**src/rtl/xbus_pkg.sv**
```systemverilog
package xbus_pkg;
    typedef enum logic [1:0] {
        CY_IDLE   = 2'd0,
        CY_SETUP  = 2'd1,
        CY_STROBE = 2'd2,
        CY_DONE   = 2'd3
    } cyc_state_t;

    localparam logic [1:0] PORT_ADDR = 2'd0;
    localparam logic [1:0] PORT_RST  = 2'd1;
    localparam logic [1:0] PORT_EVEN = 2'd2;
    localparam logic [1:0] PORT_ODD  = 2'd3;
endpackage

```
**src/rtl/xbus_addr_reg.sv**
```systemverilog
module xbus_addr_reg #(
    parameter int AW   = 21,
    parameter int STEP = 2
) (
    input  logic          clk,
    input  logic          rst_n,
    input  logic          load_en,
    input  logic [7:0]    load_byte,
    input  logic          cnt_clr,
    input  logic          step_en,
    output logic [AW-1:0] addr
);
    localparam int NB = (AW + 7) / 8;
    localparam int CW = (NB > 1) ? $clog2(NB) : 1;

    logic [CW-1:0] cnt_q;
    logic [AW-1:0] addr_q;

    always_ff @(posedge clk) begin
        if (!rst_n) begin
            cnt_q  <= '0;
            addr_q <= '0;
        end else begin
            if (cnt_clr) begin
                cnt_q <= '0;
            end else if (load_en) begin
                for (int b = 0; b < AW; b++) begin
                    if ((b / 8) == (NB - 1 - int'(cnt_q))) begin
                        addr_q[b] <= load_byte[b % 8];
                    end
                end
                cnt_q <= (cnt_q == CW'(NB - 1)) ? '0 : cnt_q + 1'b1;
            end
            if (step_en) begin
                addr_q <= addr_q + AW'(STEP);
            end
        end
    end

    assign addr = addr_q;
endmodule

```
**src/rtl/xbus_cycle_fsm.sv**
```systemverilog
module xbus_cycle_fsm
    import xbus_pkg::*;
(
    input  logic clk,
    input  logic rst_n,
    input  logic start,
    input  logic start_write,
    input  logic ready,
    output logic busy,
    output logic mem_en,
    output logic we,
    output logic dbin,
    output logic capture,
    output logic step
);
    cyc_state_t state_q, state_d;
    logic       wr_q;

    always_comb begin
        state_d = state_q;
        unique case (state_q)
            CY_IDLE:   if (start) state_d = CY_SETUP;
            CY_SETUP:  state_d = CY_STROBE;
            CY_STROBE: if (ready) state_d = CY_DONE;
            CY_DONE:   state_d = CY_IDLE;
        endcase
    end

    always_ff @(posedge clk) begin
        if (!rst_n) begin
            state_q <= CY_IDLE;
            wr_q    <= 1'b0;
        end else begin
            state_q <= state_d;
            if (state_q == CY_IDLE && start) begin
                wr_q <= start_write;
            end
        end
    end

    always_comb begin
        busy    = 1'b0;
        mem_en  = 1'b0;
        we      = 1'b0;
        dbin    = 1'b0;
        capture = 1'b0;
        step    = 1'b0;
        unique case (state_q)
            CY_IDLE: ;
            CY_SETUP: begin
                busy   = 1'b1;
                mem_en = 1'b1;
                dbin   = !wr_q;
            end
            CY_STROBE: begin
                busy    = 1'b1;
                mem_en  = 1'b1;
                we      = wr_q;
                dbin    = !wr_q;
                capture = ready && !wr_q;
            end
            CY_DONE: begin
                busy = 1'b1;
                step = 1'b1;
            end
        endcase
    end
endmodule

```
**src/rtl/xbus_adapter.sv**
```systemverilog
module xbus_adapter
    import xbus_pkg::*;
#(
    parameter int AW = 21,
    parameter int DW = 16
) (
    input  logic          clk,
    input  logic          rst_n,
    input  logic          sel,
    input  logic          rd_stb,
    input  logic          wr_stb,
    input  logic [1:0]    port,
    input  logic [7:0]    wdata,
    output logic [7:0]    rdata,
    output logic          wait_o,
    output logic [AW-1:0] ch_addr,
    output logic [DW-1:0] ch_dout,
    input  logic [DW-1:0] ch_din,
    input  logic          ch_ready,
    output logic          ch_mem_en,
    output logic          ch_we,
    output logic          ch_dbin,
    output logic          ch_ena
);
    localparam int HB = DW / 2;

    logic          busy;
    logic          accept;
    logic          start_wr;
    logic          start_rd;
    logic          capture;
    logic          step;
    logic [HB-1:0] even_q;
    logic [DW-1:0] wr_data_q;
    logic [DW-1:0] rd_data_q;

    assign accept   = sel && (rd_stb || wr_stb) && !busy;
    assign start_wr = accept && wr_stb && (port == PORT_ODD);
    assign start_rd = accept && rd_stb && (port == PORT_EVEN);

    xbus_addr_reg #(.AW(AW), .STEP(2)) u_addr (
        .clk       (clk),
        .rst_n     (rst_n),
        .load_en   (accept && wr_stb && (port == PORT_ADDR)),
        .load_byte (wdata),
        .cnt_clr   (accept && (port == PORT_RST)),
        .step_en   (step),
        .addr      (ch_addr)
    );

    xbus_cycle_fsm u_fsm (
        .clk         (clk),
        .rst_n       (rst_n),
        .start       (start_wr || start_rd),
        .start_write (start_wr),
        .ready       (ch_ready),
        .busy        (busy),
        .mem_en      (ch_mem_en),
        .we          (ch_we),
        .dbin        (ch_dbin),
        .capture     (capture),
        .step        (step)
    );

    always_ff @(posedge clk) begin
        if (!rst_n) begin
            even_q    <= '0;
            wr_data_q <= '0;
            rd_data_q <= '0;
        end else begin
            if (accept && wr_stb && port == PORT_EVEN) begin
                even_q <= wdata[HB-1:0];
            end
            if (start_wr) begin
                wr_data_q <= {even_q, wdata[HB-1:0]};
            end
            if (capture) begin
                rd_data_q <= ch_din;
            end
        end
    end

    always_comb begin
        unique case (port)
            PORT_EVEN: rdata = rd_data_q[DW-1:HB];
            PORT_ODD:  rdata = rd_data_q[HB-1:0];
            default:   rdata = 8'h00;
        endcase
    end

    assign ch_dout = wr_data_q;
    assign wait_o  = busy;
    assign ch_ena  = busy;
endmodule

```
**config.mk**
```make
export PLATFORM = sky130hd
export DESIGN_NAME = xbus_adapter
export DESIGN_NICKNAME = d
export VERILOG_FILES = /design/src/rtl/xbus_pkg.sv /design/src/rtl/xbus_addr_reg.sv /design/src/rtl/xbus_cycle_fsm.sv /design/src/rtl/xbus_adapter.sv
export SDC_FILE = /design/constraint.sdc
export NUM_CORES = 1
export LEC_CHECK = 0
export ABC_AREA = 1
export BUFFER_PORTS_ARGS = -buffer_cell sky130_fd_sc_hd__buf_4
export CORE_ASPECT_RATIO = 0.9
export CORE_UTILIZATION = 50
export CTS_BUF_LIST = sky130_fd_sc_hd__clkbuf_8 sky130_fd_sc_hd__clkbuf_16
export CTS_CLUSTER_DIAMETER = 200
export DETAILED_ROUTE_END_ITERATION = 7
export GPL_ROUTABILITY_DRIVEN = 0
export PLACE_DENSITY_LB_ADDON = 0.15
export SETUP_SLACK_MARGIN = 0.1
export SYNTH_ARGS = -nofsm -noshare
export SYNTH_HDL_FRONTEND = slang
export SYNTH_SLANG_ARGS = --single-unit
export TNS_END_PERCENT = 1
```
**constraint.sdc**
```tcl
create_clock -name clk -period 4.3 [get_ports clk]
set_input_delay 0.43 -clock clk [delete_from_list [all_inputs] [get_ports clk]]
set_output_delay 0.43 -clock clk [all_outputs]
set_load 0.03 [all_outputs]
```
Word-level counts from Yosys, hierarchy flattened:

Index checks and enable logic that the tools add are counted.
Widths: inputs -> output; s select.

* bits in registers: 66
* output and inout port bits: 50
* logic and storage cells: 89

* add/sub/neg operators: 3
* equality and inequality tests: 12
* multiplexer cells: 35
* bitwise logic cells: 1
* reductions and logical operators: 29

Operator list (number)
* $mux 21: 3
* $eq 2x32->1 const A: 1
* $eq 3x32->1 const A: 1
* $logic_not 32->1: 1
* $mux 1: 27
* $add 21x2->21 const B: 1
* $pmux 8 s2: 1
* $logic_and 1x1->1: 11
* $eq 2x2->1 const B: 5
* $reduce_and 3->1: 3
* $pmux 2 s4: 1
* $reduce_bool 2->1: 4
* $mux 2: 3
* $eq 2x1->1 const B: 2
* $logic_not 2->1: 2
* $ne 2x2->1 const B: 2
* $reduce_or 2->1: 2
* $reduce_or 3->1: 1
* $sub 2x2->3 const A: 1
* $add 2x1->2 const B: 1
* $logic_not 1->1: 2
* $logic_or 1x1->1: 2
* $ne 2x1->1 const B: 1
* $reduce_and 2->1: 1
* $not 1->1: 1

Longest topological paths before layout:

Gate-level depths: netlist of the first run.

* depth in word-level cells: 10
* mapped depth: 10

Cells and area by module:

From an unflattened synthesis of the first run, not the netlist that was laid out.

* cell total of the unflattened synthesis: 532
* area total of the unflattened synthesis: 3527.1 um2

Modules (own cells, without submodules)
* xbus_adapter: instances 1, cells each 253, area an instance 1727.9 um2, seq. area each 800.8 um2
* xbus_addr_reg: instances 1, cells each 245, area an instance 1569.0 um2, seq. area each 460.4 um2
* xbus_cycle_fsm: instances 1, cells each 34, area an instance 230.2 um2, seq. area each 60.1 um2

Worst setup path after synthesis of the first run:

OpenSTA, ideal clock, no wires.

* kind: register -> output
* start point: register u_fsm.state_q[1]
* end point: output ch_dbin
* arrival time: 1325 ps
* required time: 3870 ps
* slack: 2545 ps
* stages on the path, launching flop included: 5
* buffers on the path: 0
* cell sequence: dfxtp_1 inv_1 ha_1 inv_1 nor2_1

* longest elaborated chain between the ends: 3
* elaborated cells on any way between the ends: 4

RTL lines
* start: declaration: line xbus_cycle_fsm.sv:16 `cyc_state_t state_q, state_d;`
* start signal: assignment: line xbus_cycle_fsm.sv:34 `state_q <= state_d;`
* $eq 2x1->1 or $eq 2x2->1 (tied branches): line xbus_cycle_fsm.sv:48 `unique case (state_q)`
* $reduce_or 2->1 (no line) (*)
* $mux 1 (*)
* end: declaration: line xbus_adapter.sv:22 `output logic ch_dbin,`

Every way passes the cells marked *; elsewhere a longest branch is shown, timed or not.

Worst setup path in the final report of the first run:

* start point: register u_fsm.state_q[1]
* end point: register u_addr.addr_q[5] (netlist: u_addr.addr[5])

* longest elaborated chain between the ends: 9
* elaborated cells on any way between the ends: 16

RTL lines
* $eq 2x1->1 or $eq 2x2->1 (tied branches): line xbus_cycle_fsm.sv:48
* $reduce_or 3->1 (no line)
* $mux 1: line xbus_cycle_fsm.sv:48
* $logic_not 1->1: line xbus_adapter.sv:37 `assign accept = sel && (rd_stb || wr_stb) && !busy;`
* $logic_and 1x1->1: line xbus_adapter.sv:37
* $logic_and 1x1->1 (2 in a row): line xbus_adapter.sv:44 `.load_en (accept && wr_stb && (port == PORT_ADDR)),`
* $reduce_bool 2->1 (no line)
* $reduce_and 3->1 (no line)
* end signal: indexed assignment: line xbus_addr_reg.sv:29 `addr_q[b] <= load_byte[b % 8];`
* end signal: assignment: line xbus_addr_reg.sv:35 `addr_q <= addr_q + AW'(STEP);`
* end: declaration: line xbus_addr_reg.sv:17 `logic [AW-1:0] addr_q;`

Several ways; a longest one is shown, not always the timed one.
A chain may end at the register's enable or synchronous reset.

==> key figures, run 1 <==
GRT
  • GRT overflow: 0
  • First-pass GRT wire length: 14.30 mm
  • Vias in the first global route: 3036
  • Largest net degree at the start of global routing: 53
  • Initial antenna violation count: 0
  • Total GRT Usage: 26.44%

Job
  • MaxCap Viol Count: 0

Hold path
  • Hold/Removal Path Class: in -> reg
  • Hold EP: rd_data_q[2]$_SDFFE_PN0P_
  • Cells on Worst Hold Path: 3
  • Hold Crit Start: ch_din[2]

Synth
  • Post-Synthesis Cells: 484
  • Net Count, Synth: 521
  • Async set-or-reset flop fraction in the synthesized netlist: 0%
  • Top-area cell type share of the netlist area: 39.79%
  • Commonest cells post-synth: nor2_1, nand2_1, dfxtp_1
  • Post-synthesis instance area: 3321 µm²
  • Most common cell in the netlist: nor2_1
  • Top post-synthesis cells by area: dfxtp_1, nor2_1, nand3_1, o21ai_0, nand2_1
  • Post-synth top flop: dfxtp_1
  • Yosys cell types: 34
  • Yosys warns: 0
  • Synth Register Bits: 66
  • Mapped Avg Cell Area: 6.861 µm²
  • EDFF count, synth: 0
  • Sequential share of the synthesized area: 39.79%
  • Post-synth top area cell: dfxtp_1

STA
  • Final setup violating endpoints: 0
  • Skew final: 10.37 ps
  • Fin. max-slew vios: 0
  • Slew HR: 40.20%
  • WHS: 304.0 ps
  • Max Clk Rate: 440.2 MHz
  • Final hold vios: 0
  • Worst Tran Pin Value: 897.0 ps
  • Setup_tns: 0 ps
  • Period minus WS final: 2272 ps
  • RSZ-0062 raised after global routing: false
  • Final period util: 52.83%

Clocking
  • Clock buffer depth: 2
  • Clock Sinks: 66
  • Clock latency on the worst-skew pair: 340 ps
  • CTS Buf Count: 9
  • Root Buffer: clkbuf_8
  • CTS Hold Bufs: 0
  • Setup bufs post-CTS: 0
  • Post-CTS sizing: 0
  • H-tree levels: 3
  • Clk slew on worst S/H paths: 80 ps
  • CTS tree: done

Worst setup path
  • FF-to-FF path depth: 5
  • Worst EP arrival: 2520 ps
  • Flop2flop setup slack: 2030 ps
  • Worst path required time: 4550 ps
  • RR Endpoint: u_addr.addr[5]$_SDFFE_PN0P_
  • Setup CP Type: reg -> reg
  • Type of origin of the critical path: register
  • Critical path peak fanout: 27
  • Crit. End Element: register
  • RR Startpoint: u_fsm.state_q[1]$_SDFFE_PN0P_

Finish
  • Fill cells: 578
  • Diode count: 0
  • Area of the multi-input gates: 1692 µm²
  • Nets: 594
  • Cell area after layout: 4135 µm²
  • Layout cells sized above 1: 21.00%
  • Sequential Area: 1321 µm²
  • Layout area overhead: 24.53%

Detailed routing
  • Remaining DRCs: 0
  • Drt wl/cell: 13.57 µm
  • Antenna viol nets, final: 0
  • Initial drt markers: 254
  • DR vias/cell: 5.310
  • Post-Route WL: 8.809 mm
  • DR pass1 iterations: 5
  • Vias: 3446

Floorplan
  • Die height: 79.31 µm
  • Core area: 6250 µm²
  • Die width: 87.90 µm
  • Total die area: 6971 µm²
  • IO Count: 82
  • Initial core utilization: 53.13%
  • Cell Rows: 27

Place
  • Placement Cell Area: 3936 µm²
  • Detailed Place HPWL: 6.128 mm
  • I/O Buffers: 81

Pwr
  • Pleak: 1.890 nW
  • Power density cells: 427.6 nW/µm²
  • Max IR drop VDD: 483.9 µV
  • Total chip power: 1.768 mW

Run status
  • Outcome: finished, final reports clean
[layout by cell type (no fill, tap or decap), types with 2 or more instances in the layout]
| cell | instances |
|---|---|
| nand3_1 | 54 |
| nand3b_1 | 2 |
| clkinv_2 | 2 |
| o21bai_1 | 3 |
| nand2_2 | 3 |
| clkbuf_8 | 9 |
| inv_6 | 3 |
| inv_1 | 50 |
| nor2_1 | 84 |
| ha_1 | 5 |
| dfxtp_1 | 66 |
| nand4_1 | 7 |
| o21ai_0 | 52 |
| buf_4 | 81 |
| inv_2 | 5 |
| nor2_2 | 4 |
| a31oi_1 | 3 |
| o21ai_1 | 3 |
| a21oi_2 | 3 |
| a22o_1 | 8 |
| and2_1 | 2 |
| nand2_1 | 69 |
| a21oi_1 | 32 |
[stage by stage]
stage,setup WS [ps],std cells,util (%)
2_1_floorplan,2545,484,-
3_3_place_gp,2105,633,62.98
5_1_grt,1871,649,66.17
4_1_cts,2058,649,66.17
6_report,2028,649,66.17
3_5_place_dp,2083,633,62.98
[registers in the layout, indices dropped and copies added (netlist names)]
| signal | count |
|---|---|
| u_addr.cnt_q | 2 |
| u_addr.addr | 21 |
| ch_dout | 16 |
| u_fsm.state_q | 2 |
| even_q | 8 |
| rd_data_q | 16 |
| u_fsm.wr_q | 1 |
[cells by family after synthesis]
family | count (synthesis) | share of synthesized area (%)
AOI/OAI and AO/OA | 108 | 18.16
xor gates and xnor gates | 1 | 0.2638
adders and majority gates | 5 | 1.884
buffers and inverters | 74 | 9.269
DFF | 66 | 39.79
and+or+nand+nor | 230 | 30.63
[worst max-delay path by stage]
| stage | from | endpoint | slack, ps | cells past startpoint |
|---|---|---|---|---|
| global placement | u_fsm.state_q[0]$_SDFFE_PN0P_ | rd_data_q[15]$_SDFFE_PN0P_ | 2110 | 7 |
| CTS | u_fsm.state_q[0]$_SDFFE_PN0P_ | rd_data_q[15]$_SDFFE_PN0P_ | 2060 | 7 |
| detailed placement | u_fsm.state_q[0]$_SDFFE_PN0P_ | rd_data_q[15]$_SDFFE_PN0P_ | 2080 | 7 |
| global route | u_fsm.state_q[1]$_SDFFE_PN0P_ | u_addr.addr[5]$_SDFFE_PN0P_ | 1870 | 5 |
| floorplan | u_fsm.state_q[1]$_SDFFE_PN0P_ | ch_dbin | 2540 | 4 |
| finish | u_fsm.state_q[1]$_SDFFE_PN0P_ | u_addr.addr[5]$_SDFFE_PN0P_ | 2030 | 5 |
[per-layer routing]
layer | part of all wire [%] | track usage [%] | vias up | routed length [µm]
li1 | - | - | 1732 | -
met2 | 45 | 41.55 | 133 | 3970
met1 | 47 | 35.37 | 1562 | 4112
met3 | 6.5 | 6.653 | 19 | 576
met5 | 0 | 0 | - | 0
met4 | 1.7 | 8.197 | 0 | 148
[power breakdown]
group | leakage, nW | internal, mW | total, mW | switching, mW
Clock | 0.104 | 0.273 | 0.532 | 0.259
Combinational | 1.25 | 0.179 | 0.524 | 0.346
Sequential | 0.535 | 0.672 | 0.712 | 0.0399
Total | 1.89 | 1.12 | 1.77 | 0.645
[final cells by class]
type / instances / share of cell area, %
Inverter: 55 / 4.992
Clock inverter: 7 / 1.815
Clock buffer: 9 / 2.995
Timing Repair Buffer: 81 / 14.70
Tap cell: 87 / 2.632
Multi-Input combinational cell: 344 / 40.91
Sequential cell: 66 / 31.95
[worst max-delay path, stage by stage (launching register included)]
cell and delay (ps):
dfxtp_1 360, ha_1 750, inv_2 430, a21oi_1 220
o21ai_0 140, a31oi_1 260
No activity file was read; power rests on OpenSTA's default activity.
==> run 2, diff against run 1 <==
--- a/config.mk
+++ b/config.mk
@@ -5,10 +5,10 @@
 export SDC_FILE = /design/constraint.sdc
 export NUM_CORES = 1
 export LEC_CHECK = 0
-export ABC_AREA = 1
+export ABC_AREA = 0
 export BUFFER_PORTS_ARGS = -buffer_cell sky130_fd_sc_hd__buf_4
 export CORE_ASPECT_RATIO = 0.9
-export CORE_UTILIZATION = 50
+export CORE_UTILIZATION = 47
 export CTS_BUF_LIST = sky130_fd_sc_hd__clkbuf_8 sky130_fd_sc_hd__clkbuf_16
 export CTS_CLUSTER_DIAMETER = 200
 export DETAILED_ROUTE_END_ITERATION = 7
==> constraint.sdc (replaced) <==
create_clock -name clk -period 2 [get_ports clk]
set_input_delay 0.2 -clock clk [delete_from_list [all_inputs] [get_ports clk]]
set_output_delay 0.2 -clock clk [all_outputs]
set_load 0.03 [all_outputs]
==> run 2 against run 1 <==
Against the previous run: sequential power grew 98%; maximum frequency grew 25%; critical endpoint is now u_addr.addr[18]$_SDFFE_PN0P_; wire length shrank 3.0%; final area grew 0.45%; cell count shrank 11%; via count shrank 8.4%.
==> key figures, run 2 <==
Run status
  • Outcome: finished, final reports clean

STA
  • WHS: 101.0 ps
  • Slew HR: 61.01%
  • Period minus WS final: 1822 ps
  • Final setup violating endpoints: 0
  • Final hold vios: 0
  • RSZ-0062 raised after global routing: false
  • Setup_tns: 0 ps
  • Final period util: 91.09%
  • Skew final: 6.623 ps
  • Worst Tran Pin Value: 579.5 ps
  • Fin. max-slew vios: 0
  • Post-route setup slack: 178.3 ps
  • Max Clk Rate: 548.9 MHz

Pwr
  • Seq pwr share: 43.9%
  • Switching power: 0.9742 mW
  • Pleak: 1.637 nW
  • Clock power share: 33.2%
  • Sw Share: 30.30%
  • Total chip power: 3.215 mW
  • Power density cells: 774.1 nW/µm²
  • Max IR drop VDD: 519.8 µV
  • P_int: 2.241 mW
  • Combinational Power Share: 22.9%

Floorplan
  • Die width: 88.27 µm
  • Cell Rows: 27
  • IO Count: 82
  • Core area: 6284 µm²
  • Initial core utilization: 50.10%
  • Total die area: 7029 µm²
  • Die height: 79.64 µm

Clocking
  • Clock Sinks: 66
  • Root Buffer: clkbuf_8
  • Clock latency on the worst-skew pair: 340 ps
  • CTS Buf Count: 9
  • H-tree levels: 3
  • CTS Hold Bufs: 0
  • Clock buffer depth: 2
  • Clk slew on worst S/H paths: 70 ps
  • CTS tree: done

Finish
  • Diode count: 0
  • Most frequent cells in the layout: buf_4, nand2_1, dfxtp_1
  • Commonest non-fill, non-tap cell in the layout: buf_4
  • Non-Filler Instances: 575
  • Layout cells sized above 1: 28.69%
  • Nets: 520
  • Max reg flops: 21
  • Layout area overhead: 31.96%

GRT
  • First-pass GRT wire length: 13.66 mm
  • Initial antenna violation count: 0
  • Total GRT Usage: 25.42%
  • Vias in the first global route: 2887
  • GRT overflow: 0
  • Largest net degree at the start of global routing: 35

Synth
  • Net Count, Synth: 429
  • Yosys warns: 0
  • Main combinational cell family by area after synthesis: simple AND/OR/NAND/NOR gates
  • Commonest cells post-synth: nand2_1, dfxtp_1, a21oi_1
  • Yosys cell types: 52
  • Mapped Avg Cell Area: 8.031 µm²
  • Sequential share of the synthesized area: 41.97%
  • Post-synthesis instance area: 3148 µm²
  • Post-Synthesis Cells: 392
  • Mux cell area share after synthesis: 6.359%
  • Synth Register Bits: 66
  • Most common cell in the netlist: nand2_1
  • Post-Synth Simple-Gate Area: 27.94%
  • EDFF count, synth: 0
  • Synth Area in Adders: 1.987%
  • Post-synth top flop: dfxtp_1
  • Post-synth top area cell: dfxtp_1
  • Xor-xnor portion of the synthesized cell area: 0.2782%
  • Top-area cell type share of the netlist area: 41.97%
  • Async set-or-reset flop fraction in the synthesized netlist: 0%
  • Top post-synthesis cells by area: dfxtp_1, nand2_1, a21oi_1, mux2i_1, clkbuf_1
  • Synth Area in Compound Gates: 17.33%

Place
  • DP Worst Slack: 61.29 ps
  • Detailed Place HPWL: 6.119 mm
  • Placed Cells: 557
  • I/O Buffers: 81

Worst setup path
  • Worst EP arrival: 2090 ps
  • Type of origin of the critical path: register
  • Setup CP Type: reg -> reg
  • Critical path peak fanout: 8
  • Crit. End Element: register
  • CP Cell Sequence: nand4_2 -> or3_1 -> or4_1 -> a31oi_1
  • Worst path required time: 2270 ps
  • CP max stage cell: or4_1
  • FF-to-FF path depth: 4
  • Critical path's largest stage delay: 530 ps

Detailed routing
  • Met3 wire length: 548 µm
  • Vias: 3156
  • DR pass1 iterations: 4
  • WL met1: 3.909 mm
  • Antenna viol nets, final: 0
  • Post-Route WL: 8.545 mm
  • Initial drt markers: 145
  • Met2 wire len: 3.930 mm
  • Top layer reached by signal wires: met4
  • DR vias/cell: 5.489
  • Remaining DRCs: 0
  • Drt wl/cell: 14.86 µm

Hold path
  • Hold/Removal Path Class: in -> reg
  • Cells on Worst Hold Path: 3

Job
  • MaxCap Viol Count: 0
-- run 2: cell count changes after synthesis, sizes merged, moves of 10 or more --
cell    change
inv        -45
nor2       -71
mux2i      +20
clkbuf     +10
nand2      +17
nand3      -41
o21ai      -51
a21oi      +13
-- run 2: critical path, delay by kind of cell (launching register included) --
| kind | cells | cell delay (ps) |
|---|---|---|
| compound gates | 1 | 160 |
| simple gates | 3 | 1200 |
| flops | 1 | 390 |
-- run 2: final timing paths --
check | from | endpoint | slack, ps
setup / recovery | u_addr.addr[8]$_SDFFE_PN0P_ | u_addr.addr[18]$_SDFFE_PN0P_ | 180
hold / removal | ch_din[1] | rd_data_q[1]$_SDFFE_PN0P_ | 100
setup reg to reg | u_addr.addr[8]$_SDFFE_PN0P_ | u_addr.addr[18]$_SDFFE_PN0P_ | 180
hold reg to reg | even_q[4]$_SDFFE_PN0P_ | ch_dout[12]$_SDFFE_PN0P_ | 450
-- run 2: layout make-up --
class | instances | area [µm²]
Fill cell | 575 | 2130
Multi-Input combinational cell | 293 | 1720
Sequential cell | 66 | 1331
Timing Repair Buffer | 102 | 765.7
Clock buffer | 9 | 123.9
Tap cell | 87 | 108.9
Clock inverter | 7 | 62.56
Inverter | 11 | 41.29
-- run 2: timing repair --
action	in CTS	in global routing
endpoints found under the setup margin	2	2
pin swaps	1	2
setup buffers	1	1
gates resized for setup	2	2
-- run 2: power by group through the flow --
stage	logic (mW)	registers (mW)	clock network (mW)
2_1_floorplan	0.456	1.46	0
3_3_place_gp	0.694	1.43	0
3_5_place_dp	0.706	1.44	0
4_1_cts	0.720	1.41	1.09
5_1_grt	0.799	1.42	1.14
6_report	0.735	1.41	1.07
-- run 2: layer usage --
metal  global-route usage, %  up-vias
li1                        -     1572
met1                   34.56     1451
met2                   38.92      114
met3                   4.550       19
met4                   11.77        0
met5                       0        -
-- run 2: cells by family (layout without fill, tap and decap cells) --
logic type / Yosys count / after routing
fa+ha+maj: 5 / 5
simple gates: 179 / 179
mux: 20 / 20
buf+inv: 33 / 129
xor+xnor: 1 / 1
compound gates: 88 / 88
flops: 66 / 66
-- run 2: stage by stage --
step           area [µm²]  utilization (%)
5_1_grt              4154            66.11
3_5_place_dp         3948            62.82
3_3_place_gp         3948            62.82
4_1_cts              4141            65.91
2_1_floorplan        3177                -
6_report             4154            66.11
==> run 3, diff against run 2 <==
--- a/config.mk
+++ b/config.mk
@@ -7,8 +7,10 @@
 export LEC_CHECK = 0
 export ABC_AREA = 0
 export BUFFER_PORTS_ARGS = -buffer_cell sky130_fd_sc_hd__buf_4
+export CELL_PAD_IN_SITES_DETAIL_PLACEMENT = 0
+export CELL_PAD_IN_SITES_GLOBAL_PLACEMENT = 1
 export CORE_ASPECT_RATIO = 0.9
-export CORE_UTILIZATION = 47
+export CORE_UTILIZATION = 34
 export CTS_BUF_LIST = sky130_fd_sc_hd__clkbuf_8 sky130_fd_sc_hd__clkbuf_16
 export CTS_CLUSTER_DIAMETER = 200
 export DETAILED_ROUTE_END_ITERATION = 7
==> run 3 against run 2 <==
Against the previous run: global-route usage down 5.2 points; final area up 3.0%; sequential power about the same; maximum frequency up 0.33%; register-to-register slack about the same; critical path depth up 2; first-iteration DRC count down 24%; cell count up 5.7%; sequential cell count unchanged; sequential share of layout area down 0.90 points; setup slack better by 6.1 ps; largest cell class unchanged.
==> key figures, run 3 (synthesis gave the netlist of run 2 again) <==
Clocking
  • H-tree levels: 3
  • Clock Sinks: 66
  • Clock latency on the worst-skew pair: 340 ps
  • CTS Buf Count: 9
  • CTS tree: done
  • Clk slew on worst S/H paths: 80 ps
  • Root Buffer: clkbuf_8
  • Clock buffer depth: 2

Job
  • MaxCap Viol Count: 0

Detailed routing
  • Vias: 3131
  • Initial drt markers: 110
  • DR vias/cell: 5.150
  • Remaining DRCs: 0
  • Antenna viol nets, final: 0
  • Drt wl/cell: 15.00 µm
  • Post-Route WL: 9.122 mm
  • DR pass1 iterations: 5

Floorplan
  • Total die area: 9648 µm²
  • Die width: 103.4 µm
  • Cell Rows: 32
  • Die height: 93.29 µm
  • Core area: 8768 µm²
  • Initial core utilization: 35.90%
  • IO Count: 82

Finish
  • Nets: 521
  • Fill cells: 894
  • Cell area after layout: 4278 µm²
  • Max reg flops: 21
  • Commonest non-fill, non-tap cell in the layout: buf_4
  • Diode count: 0
  • Most frequent cells in the layout: buf_4, nand2_1, dfxtp_1
  • Core Util, Final: 48.79%
  • Layout cells sized above 1: 29.86%
  • Layout area overhead: 35.89%

Worst setup path
  • Worst EP arrival: 2030 ps
  • Crit. End Element: register
  • Worst path required time: 2220 ps
  • Largest delay share family, worst path: simple AND/OR/NAND/NOR gates
  • Type of origin of the critical path: register
  • Critical path peak fanout: 7
  • RR Endpoint: u_addr.addr[18]$_SDFFE_PN0P_
  • Setup CP Type: reg -> reg
  • CP max stage cell: or4_1
  • RR Startpoint: u_fsm.state_q[1]$_SDFFE_PN0P_
  • FF-to-FF path depth: 6
  • Flop2flop setup slack: 180 ps
  • WP buf/inv: 1
  • CP Cell Sequence: inv_2 -> ha_4 -> nand2_1 -> or4_1 -> o311ai_0 -> a31oi_1
  • Worst Setup SP: u_fsm.state_q[1]$_SDFFE_PN0P_
  • Critical path's largest stage delay: 670 ps

STA
  • Final hold vios: 0
  • Setup_tns: 0 ps
  • Skew final: 6.628 ps
  • RSZ-0062 raised after global routing: true
  • Final period util: 90.78%
  • Max Clk Rate: 550.8 MHz
  • Slew HR: 62.70%
  • Final setup violating endpoints: 0
  • Worst Tran Pin Value: 554.4 ps
  • Period minus WS final: 1816 ps
  • WHS: 94.82 ps
  • Fin. max-slew vios: 0

Hold path
  • Hold/Removal Path Class: in -> reg
  • Cells on Worst Hold Path: 3
  • Hold Crit Start: ch_din[9]
  • Hold EP: rd_data_q[9]$_SDFFE_PN0P_

Pwr
  • Power density cells: 832.3 nW/µm²
  • Pleak: 1.675 nW
  • Total chip power: 3.561 mW
  • Max IR drop VDD: 713.3 µV

GRT
  • Largest net degree at the start of global routing: 32
  • GRT overflow: 0
  • Vias in the first global route: 2877
  • Initial antenna violation count: 0
  • Total GRT Usage: 20.25%
  • First-pass GRT wire length: 14.81 mm

Run status
  • Outcome: finished, final reports clean

Place
  • I/O Buffers: 81
  • Detailed Place HPWL: 6.661 mm
  • Placement Cell Area: 4003 µm²
## run 3: cell types whose count changed in the layout (fill, tap and decap cells not counted), sizes merged
cell      before  now
inv           12   11
clkbuf         9   10
buf          102  103
bufinv         1    3
clkinvlp       2    0
## run 3: per-stage QoR
step	cells	worst slack, ps
floorplan	392	95.97
global placement	591	113.5
detailed placement	591	72.82
CTS	607	102.0
global route	608	64.32
finish	608	184.4
## run 3: worst register-to-register path: stages, from the launching register on
cell and delay (ps):
dfxtp_2 340, inv_2 80, ha_4 170, nand2_1 130, or4_1 670, o311ai_0 170
a31oi_1 120
## run 3: area by class of cell
class,instances,area [µm²],share of cell area [%]
Clock buffer,10,137.6,3.217
Multi-Input combinational cell,293,1732,40.48
Clock inverter,6,112.6,2.632
Sequential cell,66,1333,31.15
Inverter,11,41.29,0.9652
Tap cell,119,148.9,3.481
Timing Repair Buffer,103,773.2,18.08
## run 3: worst max-delay path by stage
| stage | cells past startpoint | to | slack [ps] |
|---|---|---|---|
| floorplan | 5 | u_addr.addr[18]$_SDFFE_PN0P_ | 100 |
| global placement | 6 | u_fsm.state_q[0]$_SDFFE_PN0P_ | 110 |
| detailed placement | 6 | u_fsm.state_q[1]$_SDFFE_PN0P_ | 70 |
| CTS | 6 | u_fsm.state_q[1]$_SDFFE_PN0P_ | 100 |
| global route | 6 | u_addr.addr[18]$_SDFFE_PN0P_ | 60 |
| finish | 6 | u_addr.addr[18]$_SDFFE_PN0P_ | 180 |
## run 3: power by group
group / leakage, nW / switching (mW) / total [mW] / internal, mW
logic: 1.01 / 0.430 / 0.730 / 0.300
registers: 0.537 / 0.0393 / 1.41 / 1.37
clock network: 0.127 / 0.553 / 1.42 / 0.867
total: 1.68 / 1.02 / 3.56 / 2.54
## run 3: metal layers
layer | share of wire [%] | routed length [µm] | global-route usage [%]
met2 | 45 | 4060 | 29.91
met5 | 0 | 0 | 0
met1 | 46 | 4193 | 27.26
met4 | 2.4 | 217 | 8.216
met3 | 7.1 | 650 | 6.054
## run 3: what timing repair did
action                                 CTS  global route
endpoints found under the hold margin    0             0
hold buffers                             0             0
pin swaps                                1             2
buffers inserted                         0             1
setup endpoints to repair                2             7
resized for setup                        2             5
